--- config.mk ---
export PLATFORM = sky130hd
export DESIGN_NAME = timing_diag_latch
export DESIGN_NICKNAME = d
export VERILOG_FILES = /design/src/rtl/timing_diag_pkg.sv /design/src/rtl/activity_watch.sv /design/src/rtl/diag_ctrl.sv /design/src/rtl/diag_datapath.sv /design/src/rtl/timing_diag_latch.sv
export SDC_FILE = /design/constraint.sdc
export NUM_CORES = 1
export LEC_CHECK = 0
export BUFFER_PORTS_ARGS = -buffer_cell sky130_fd_sc_hd__buf_2
export CORE_AREA = 2 2 98 100
export DETAILED_ROUTE_END_ITERATION = 16
export DIE_AREA = 0 0 100 102
export GPL_TIMING_DRIVEN = 1
export PLACE_DENSITY = 0.69
export SLEW_MARGIN = 10
export SYNTH_ARGS = -nofsm -noshare
export SYNTH_HDL_FRONTEND = slang
export SYNTH_HIERARCHICAL = 1
export SYNTH_SLANG_ARGS = --single-unit
--- constraint.sdc ---
create_clock -name clk -period 2.9 [get_ports clk]
set_input_delay 0.435 -clock clk [delete_from_list [all_inputs] [get_ports clk]]
set_output_delay 0.435 -clock clk [all_outputs]
set_load 0.02 [all_outputs]
--- src/rtl/timing_diag_pkg.sv ---
package timing_diag_pkg;
  // Index of each activity monitor inside the datapath vectors.
  localparam int MON_SRC  = 0;
  localparam int MON_3600 = 1;
  localparam int MON_4800 = 2;
  localparam int NUM_MON  = 3;

  // Strobes sent from the control module to the datapath.
  typedef struct packed {
    logic clearPulse;  // one-cycle clear, taken from the rising edge of the panel input
    logic forceErr;    // self-test override
  } diagStrobes_t;
endpackage

--- src/rtl/activity_watch.sv ---
module activity_watch #(
  parameter int CNT_W = 16
) (
  input  logic             clk,
  input  logic             rstN,
  input  logic             watchSig,
  input  logic [CNT_W-1:0] limit,
  input  logic             restart,
  output logic             stale
);
  logic             prevSig;
  logic [CNT_W-1:0] quietCnt;
  logic             edgeSeen;

  assign edgeSeen = watchSig ^ prevSig;

  always_ff @(posedge clk or negedge rstN) begin
    if (!rstN) begin
      prevSig  <= 1'b0;
      quietCnt <= '0;
    end else begin
      prevSig <= watchSig;
      if (edgeSeen || restart) begin
        quietCnt <= '0;
      end else if (quietCnt < limit) begin
        quietCnt <= quietCnt + 1'b1;
      end
    end
  end

  assign stale = (quietCnt >= limit);

  // a sampled change or a restart leaves the monitor not stale on the next cycle.
  assert_edge_clears_R1: assert property (@(posedge clk) disable iff (!rstN)
    (edgeSeen || restart) |=> (!stale || limit == '0));
endmodule

--- src/rtl/diag_ctrl.sv ---
module diag_ctrl
  import timing_diag_pkg::*;
(
  input  logic         clk,
  input  logic         rstN,
  input  logic         panelClear,
  input  logic         selfTest,
  output diagStrobes_t strobes
);
  logic panelPrev;

  always_ff @(posedge clk or negedge rstN) begin
    if (!rstN) panelPrev <= 1'b0;
    else       panelPrev <= panelClear;
  end

  always_comb begin
    strobes.clearPulse = panelClear & ~panelPrev;
    strobes.forceErr   = selfTest;
  end

  // a held clear produces a single pulse.
  assert_single_clear_R5: assert property (@(posedge clk) disable iff (!rstN)
    strobes.clearPulse |=> !strobes.clearPulse);
endmodule

--- src/rtl/diag_datapath.sv ---
module diag_datapath
  import timing_diag_pkg::*;
#(
  parameter int CNT_W = 16
) (
  input  logic             clk,
  input  logic             rstN,
  input  logic             srcTiming,
  input  logic             tone3600,
  input  logic             tone4800,
  input  logic             driveErrP,
  input  logic             driveErrN,
  input  logic [CNT_W-1:0] srcLimit,
  input  logic [CNT_W-1:0] limit3600,
  input  logic [CNT_W-1:0] limit4800,
  input  diagStrobes_t     strobes,
  output logic             lossFault,
  output logic             refFault
);
  logic [NUM_MON-1:0]            watchVec;
  logic [NUM_MON-1:0][CNT_W-1:0] limitVec;
  logic [NUM_MON-1:0]            staleVec;
  logic                          anyErr;
  logic                          lossLatch;
  logic                          refLatch;

  always_comb begin
    watchVec[MON_SRC]  = srcTiming;
    watchVec[MON_3600] = tone3600;
    watchVec[MON_4800] = tone4800;
    limitVec[MON_SRC]  = srcLimit;
    limitVec[MON_3600] = limit3600;
    limitVec[MON_4800] = limit4800;
  end

  for (genvar m = 0; m < NUM_MON; m++) begin : g_mon
    activity_watch #(.CNT_W(CNT_W)) i_watch (
      .clk     (clk),
      .rstN    (rstN),
      .watchSig(watchVec[m]),
      .limit   (limitVec[m]),
      .restart (strobes.clearPulse),
      .stale   (staleVec[m])
    );
  end

  assign anyErr = (|staleVec) | driveErrP | driveErrN;

  always_ff @(posedge clk or negedge rstN) begin
    if (!rstN) begin
      lossLatch <= 1'b0;
      refLatch  <= 1'b0;
    end else begin
      if (staleVec[MON_SRC])       lossLatch <= 1'b1;
      else if (strobes.clearPulse) lossLatch <= 1'b0;
      if (anyErr)                  refLatch  <= 1'b1;
      else if (strobes.clearPulse) refLatch  <= 1'b0;
    end
  end

  assign lossFault = lossLatch | strobes.forceErr;
  assign refFault  = refLatch  | strobes.forceErr;

  // a stale source sets the loss latch.
  assert_loss_sets_R2: assert property (@(posedge clk) disable iff (!rstN)
    staleVec[MON_SRC] |=> lossLatch);
  // any error source sets the composite latch.
  assert_any_sets_R3: assert property (@(posedge clk) disable iff (!rstN)
    anyErr |=> refLatch);
  // the latch is sticky with no clear.
  assert_sticky_R4: assert property (@(posedge clk) disable iff (!rstN)
    (refLatch && !strobes.clearPulse) |=> refLatch);
  // a clear with no error present empties both latches.
  assert_clear_R5: assert property (@(posedge clk) disable iff (!rstN)
    (strobes.clearPulse && !anyErr) |=> (!refLatch && !lossLatch));
  // an error wins over a coincident clear.
  assert_err_wins_R6: assert property (@(posedge clk) disable iff (!rstN)
    (strobes.clearPulse && anyErr) |=> refLatch);
  // self-test forces both outputs.
  assert_force_R7: assert property (@(posedge clk) disable iff (!rstN)
    strobes.forceErr |-> (lossFault && refFault));
endmodule

--- src/rtl/timing_diag_latch.sv ---
module timing_diag_latch
  import timing_diag_pkg::*;
#(
  parameter int CNT_W = 16
) (
  input  logic             clk,
  input  logic             rstN,
  input  logic             srcTiming,
  input  logic             tone3600,
  input  logic             tone4800,
  input  logic             driveErrP,
  input  logic             driveErrN,
  input  logic [CNT_W-1:0] srcLimit,
  input  logic [CNT_W-1:0] limit3600,
  input  logic [CNT_W-1:0] limit4800,
  input  logic             panelClear,
  input  logic             selfTest,
  output logic             lossFault,
  output logic             refFault
);
  diagStrobes_t strobes;

  diag_ctrl i_ctrl (
    .clk       (clk),
    .rstN      (rstN),
    .panelClear(panelClear),
    .selfTest  (selfTest),
    .strobes   (strobes)
  );

  diag_datapath #(.CNT_W(CNT_W)) i_dp (
    .clk      (clk),
    .rstN     (rstN),
    .srcTiming(srcTiming),
    .tone3600 (tone3600),
    .tone4800 (tone4800),
    .driveErrP(driveErrP),
    .driveErrN(driveErrN),
    .srcLimit (srcLimit),
    .limit3600(limit3600),
    .limit4800(limit4800),
    .strobes  (strobes),
    .lossFault(lossFault),
    .refFault (refFault)
  );
endmodule

# == After elaboration in Yosys (flattened, before gate mapping) ==
# Cells that the tools add are included.
# W data, S select, Z words.
# op_classes
n_bitwise,9
muxes,9
reduce_logical,9
addsub,3
n_lt_le_gt_ge,6
# ops
op,count
$mux W16,6
$add A16 B1 Y16 const B,3
$ge A16 B16 Y1,3
$lt A16 B16 Y1,3
$reduce_bool A2 Y1,5
$or A1 B1 Y1,4
$logic_or A1 B1 Y1,3
$mux W1,3
$reduce_or A3 Y1,1
$xor A1 B1 Y1,3
$and A1 B1 Y1,1
$not A1 Y1,1
# totals
reg_bits,54
input_bits,57
wordCells,45
output_inout_bits,2

# == Logic depth before layout (Yosys ltp) ==
# logic_depth
depth_word,5
ltp_mapped,10

# == By module ==
# The synthesis kept the hierarchy.
# by_module_without_submodules
module,area_per_inst_um2,seq_area_each_um2,instances,cells_per_inst
activity_watch,1435.1,425.4,3,169
diag_datapath,90.1,50.0,1,8
diag_ctrl,46.3,25.0,1,3

# == Worst setup path before layout ==
# Ideal clock, no wire load.
# synth_timing
path_kind,in2reg
startpoint,input port srcLimit[5]
endpoint,register i_dp.refLatch
arrival_ns,2.461
path_buffers,1
cell_stages,10
path_slack_ns,0.315
setup_time_ns,0.124
cell_sequence,inv_1 -> ha_1 -> a21oi_1 -> o21ai_0 -> o2bb2ai_1 -> buf_2 -> nor3_1 -> o21ai_0 -> or4_1 -> a211o_1
# synth_between
elab_chain_cells,5
elab_cells_between_ends,6
classes_between,order compare (1); mux (1); bitwise (2); reduce/logical (2)
# synth_rtl
item,line,source
from (decl),timing_diag_latch.sv:13,"input logic [CNT_W-1:0] srcLimit,"
$ge A16 B16 Y1 *,activity_watch.sv:31,assign stale = (quietCnt >= limit);
via i_dp.staleVec[0],diag_datapath.sv:22,logic [NUM_MON-1:0] staleVec;
$reduce_or A3 Y1 *,diag_datapath.sv:47,assign anyErr = (|staleVec) | driveErrP | driveErrN;
$or A1 B1 Y1 * (2 in series),diag_datapath.sv:47,
$mux W1 / $reduce_bool A2 Y1 (equally long branches),-,
to (signal assigned),diag_datapath.sv:52,refLatch <= 1'b0;
to (signal assigned),diag_datapath.sv:56,if (anyErr) refLatch <= 1'b1;
to (signal assigned),diag_datapath.sv:57,else if (strobes.clearPulse) refLatch <= 1'b0;
to (decl),diag_datapath.sv:25,logic refLatch;
# The timed path passes the listed nets; every way through them passes the cells marked *.
# A chain may end at the register's enable or synchronous reset.

# == Final worst setup path ==
# layout_timing
startpoint,register i_dp.g_mon[0].i_watch.quietCnt[7]
endpoint,register i_dp.refLatch
# layout_between
elab_chain_cells,5
elab_cells_between_ends,6
classes_between,order compare (1); mux (1); bitwise (2); reduce/logical (2)
# layout_rtl
item,line,source
from (decl),activity_watch.sv:12,logic [CNT_W-1:0] quietCnt;
from (signal assigned),activity_watch.sv:26,quietCnt <= quietCnt + 1'b1;
$ge A16 B16 Y1 *,activity_watch.sv:31,
via i_dp.staleVec[0],diag_datapath.sv:22,
$reduce_or A3 Y1 *,diag_datapath.sv:47,
$or A1 B1 Y1 * (2 in series),diag_datapath.sv:47,
$mux W1 / $reduce_bool A2 Y1 (equally long branches),-,
# Marks and branches as above.

==> key figures <==
GRT
  • Vias in the first global route: about 3900
  • First-pass GRT wire length: ~18000 um
  • Initial antenna violation count: 0
  • Largest net degree at the start of global routing: 34
  • Grt ovf: 0
  • Tot GR Track Use: about a fifth

Worst setup path
  • Critical path peak fanout: 7
  • Bufs and invs on worst path: 0
  • Critical Path Max Stage Delay: 0.54 ns
  • Worst setup EP type: register
  • R2r setup slk: 0.30 ns
  • Worst path arrival time: 2.80 ns
  • Crit path max-delay family: compound AO/OA/AOI/OAI gates
  • CP cell instances: ha_1, a21oi_1, o21ai_0, o2bb2ai_1, nor3_1, o21ai_0, or4_1, a211o_1
  • Max stage delay cell, worst path: or4_1
  • CP Data Required Time: a little over 3 ns
  • Most frequent CP cell: o21ai_0
  • Worst r2r src: i_dp/g_mon[0].i_watch/quietCnt[7]
  • Setup crit start kind: register
  • Worst Setup SP: i_dp/g_mon[0].i_watch/quietCnt[7]
  • Worst setup path class: register to register

Power
  • Combinational share of power: 17.3%
  • Switching Share: 27.2%
  • Cell Int Power: 1.08 mW
  • Worst IR Drop VDD: 0.252 mV
  • Power per Cell Area: 297 nW/um^2
  • NetSw: 0.403 mW
  • Clock network power share: between 20 and 30%
  • Seq pwr share: between 50% and 60%
  • P_leak: 2.41 nW

Final layout
  • Filler instances: between 800 and 900
  • Fin nets: 688
  • Final Non-Filler Cells: roughly 690
  • Layout cells sized above 1: between 10% and 20%
  • Finished Core Util: 54.7%
  • Area growth from synthesis to layout: 12.2%
  • Inserted Diodes: 0

Synth
  • Ys flop type: dfrtp_1
  • Sequential-to-total area share from yosys stat: 30.4%
  • Most numerous cell in the Yosys netlist: nand2_1
  • Synth warn: 6
  • Post-Syn Area: 4440 sq um
  • Commonest cells post-synth: nand2_1 (57), dfrtp_1 (54), ha_1 (51)
  • Post-synth top area cell: dfrtp_1
  • Synth top area cells: dfrtp_1 (30%), ha_1 (14%), mux2i_1 (6.8%), nand2_1 (4.8%), or3_1 (4.6%)
  • Synth Instances: 518
  • Netlist cell types: 37
  • Async set or reset register ratio after synthesis: 100%
  • Number of flops mapped to enable cells by yosys: 0
  • FF+latch count, synth: 54
  • Top-area cell type share of the netlist area: 30.4%
  • Mean Syn Cell Area: 8.57 sq um
  • Synthesized Nets: 626

CTS
  • Cts hold-fix bufs: 0
  • H-tree depth: 2
  • Clock Latency Late Sink: 0.30 ns
  • Clock buffer count from CTS: 5
  • CTS max path bufs: 2
  • Clk sinks: 54
  • Resized cells post-CTS: 0
  • CTS root buf: clkbuf_8
  • Worst-path clk slew: 0.10 ns
  • Setup Buffers After CTS: 0
  • CTS tree: done

Timing
  • Clock skew: 0.00852 ns
  • Min Tclk post-route: 2.60 ns
  • Hold Worst Slack: about 0.21 ns
  • Endpoints failing setup: 0
  • Worst-margin pin slew: 0.847 ns
  • Fin. max-slew vios: 0
  • Slew headroom: 43.3%
  • Sum Neg Setup Slack: 0 ns
  • Crit share post-route: 89.6%
  • Hold Vio Cnt, Final: 0
  • Highest clock rate: 385 MHz
  • Unrepaired setup endpoints after global routing: no

Floorplanning
  • Die area: 10200 sq um
  • # IOs: around 60
  • Core ar.: slightly above 9000 sq um
  • Die width: 100 um
  • Starting density of the core: 48.8%
  • Die span in y: 102 um
  • Site Rows: 35

Placed design
  • Port Buffer Count: 58
  • Inst Count DP: 684
  • Detailed Place HPWL: 7960 um
  • Routability cong.: 0.867

Hold path
  • Worst min path class: primary input to async pin

Drt
  • TritonRoute pass-1 iters: 5
  • Routed len/inst: approximately 15 um
  • Starting DRT DRC Count: 241
  • DR vias: 4106
  • Vias/cell: approximately 6
  • Post-DRT Antenna Nets: 0
  • Drt drc: 0
  • Total Wirelength: 10100 um

Status
  • Status: complete, no violations

Job
  • Max-cap violations: 0
## flip-flops by register name, summed over array words and instances (netlist names)
register,count
i_ctrl/panelPrev,1
i_dp/g_mon.i_watch/prevSig,3
i_dp/g_mon.i_watch/quietCnt,48
i_dp/lossLatch,1
i_dp/refLatch,1
## cells by family (layout without fill, tap and decap cells)
group           count (synthesis)  count (layout)  share of synthesized area [%]
compound gates                 89              89                           13.8
xor+xnor                        3               3                          0.592
fa+ha+maj                      51              51                           14.4
buf+inv                        68             131                           6.42
flops                          54              54                           30.4
mux                            30              30                           6.76
simple gates                  223             223                           27.6
## per-layer routing
layer  track usage (%)  part of all wire, %
met2              37.1                   50
met5                 0                    0
met4              4.85                 0.50
met3              3.01                  4.3
met1              27.5                   46
## layout by cell type, fill, tap and decap left out, types with 3 or more instances in the layout
master     synthesis  final
dfrtp_1           54     54
and4_1             6      6
xor2_1             3      3
and3_1             3      3
buf_4              1     16
a31o_1             3      3
a2bb2oi_1          3      3
or2_2              5      5
buf_2              3     58
o31a_1             3      3
a21oi_1           33     33
o21a_1             9      9
nand3_1           18     18
o31ai_1           12     12
inv_1             49     49
a21oi_4            3      3
nor2_1            15     15
nand4_1           30     30
or3_1             33     33
o311a_1            3      3
or4_1              7      7
o2bb2ai_1          3      3
nor3_1            24     24
nand2_1           57     57
clkbuf_8           0      6
nand4_2            3      3
or4_4              3      3
ha_1              51     51
nor4_1            12     12
mux2i_1           30     30
o211ai_1           3      3
a21o_1             4      4
nor2b_1            6      6
o21ai_0            9      9
## worst paths after layout
check                                                         end  depth (start not counted)
max in group asynchronous       i_dp/g_mon[2].i_watch/quietCnt[7]                          2
worst min-delay path                             i_ctrl/panelPrev                          1
worst max-delay path                                i_dp/refLatch                          8
worst min register to register                     i_dp/lossLatch                          1
min in group clk                                 i_ctrl/panelPrev                          1
worst max register to register                      i_dp/refLatch                          8
## worst register-to-register path: stages, from the launching register on
cell and delay [ns]:
dfrtp_1 0.47, ha_1 0.33, a21oi_1 0.12, o21ai_0 0.14, o2bb2ai_1 0.19, nor3_1 0.27
o21ai_0 0.19, or4_1 0.54, a211o_1 0.24
## cell type report
cell class	instances	area [sq um]	share of cell area (%)
Clock buffer	7	86.3	1.73
Clock inverter	1	8.76	0.176
Inverter	49	184	3.69
Multi-Input combinational cell	396	2810	56.3
Sequential cell	54	1350	27.1
Tap cell	111	139	2.79
Timing Repair Buffer	74	410	8.23
## power groups by stage
stage / clock [mW] / sequential [mW] / combinational (mW)
floorplan: 0 / 0.794 / 0.162
global placement: 0 / 0.798 / 0.248
detailed placement: 0 / 0.798 / 0.261
CTS: 0.463 / 0.784 / 0.261
global route: 0.491 / 0.786 / 0.298
finish: 0.441 / 0.784 / 0.257
## metrics by stage
step	area [sq um]	setup WS, ns	power [mW]
2_1_floorplan	4440	0.315	0.955
3_3_place_gp	4890	0.312	1.05
3_5_place_dp	4890	0.222	1.06
4_1_cts	4980	0.310	1.51
5_1_grt	4980	0.114	1.58
6_report	4980	0.301	1.48
No activity file was read; power rests on OpenSTA's default activity.
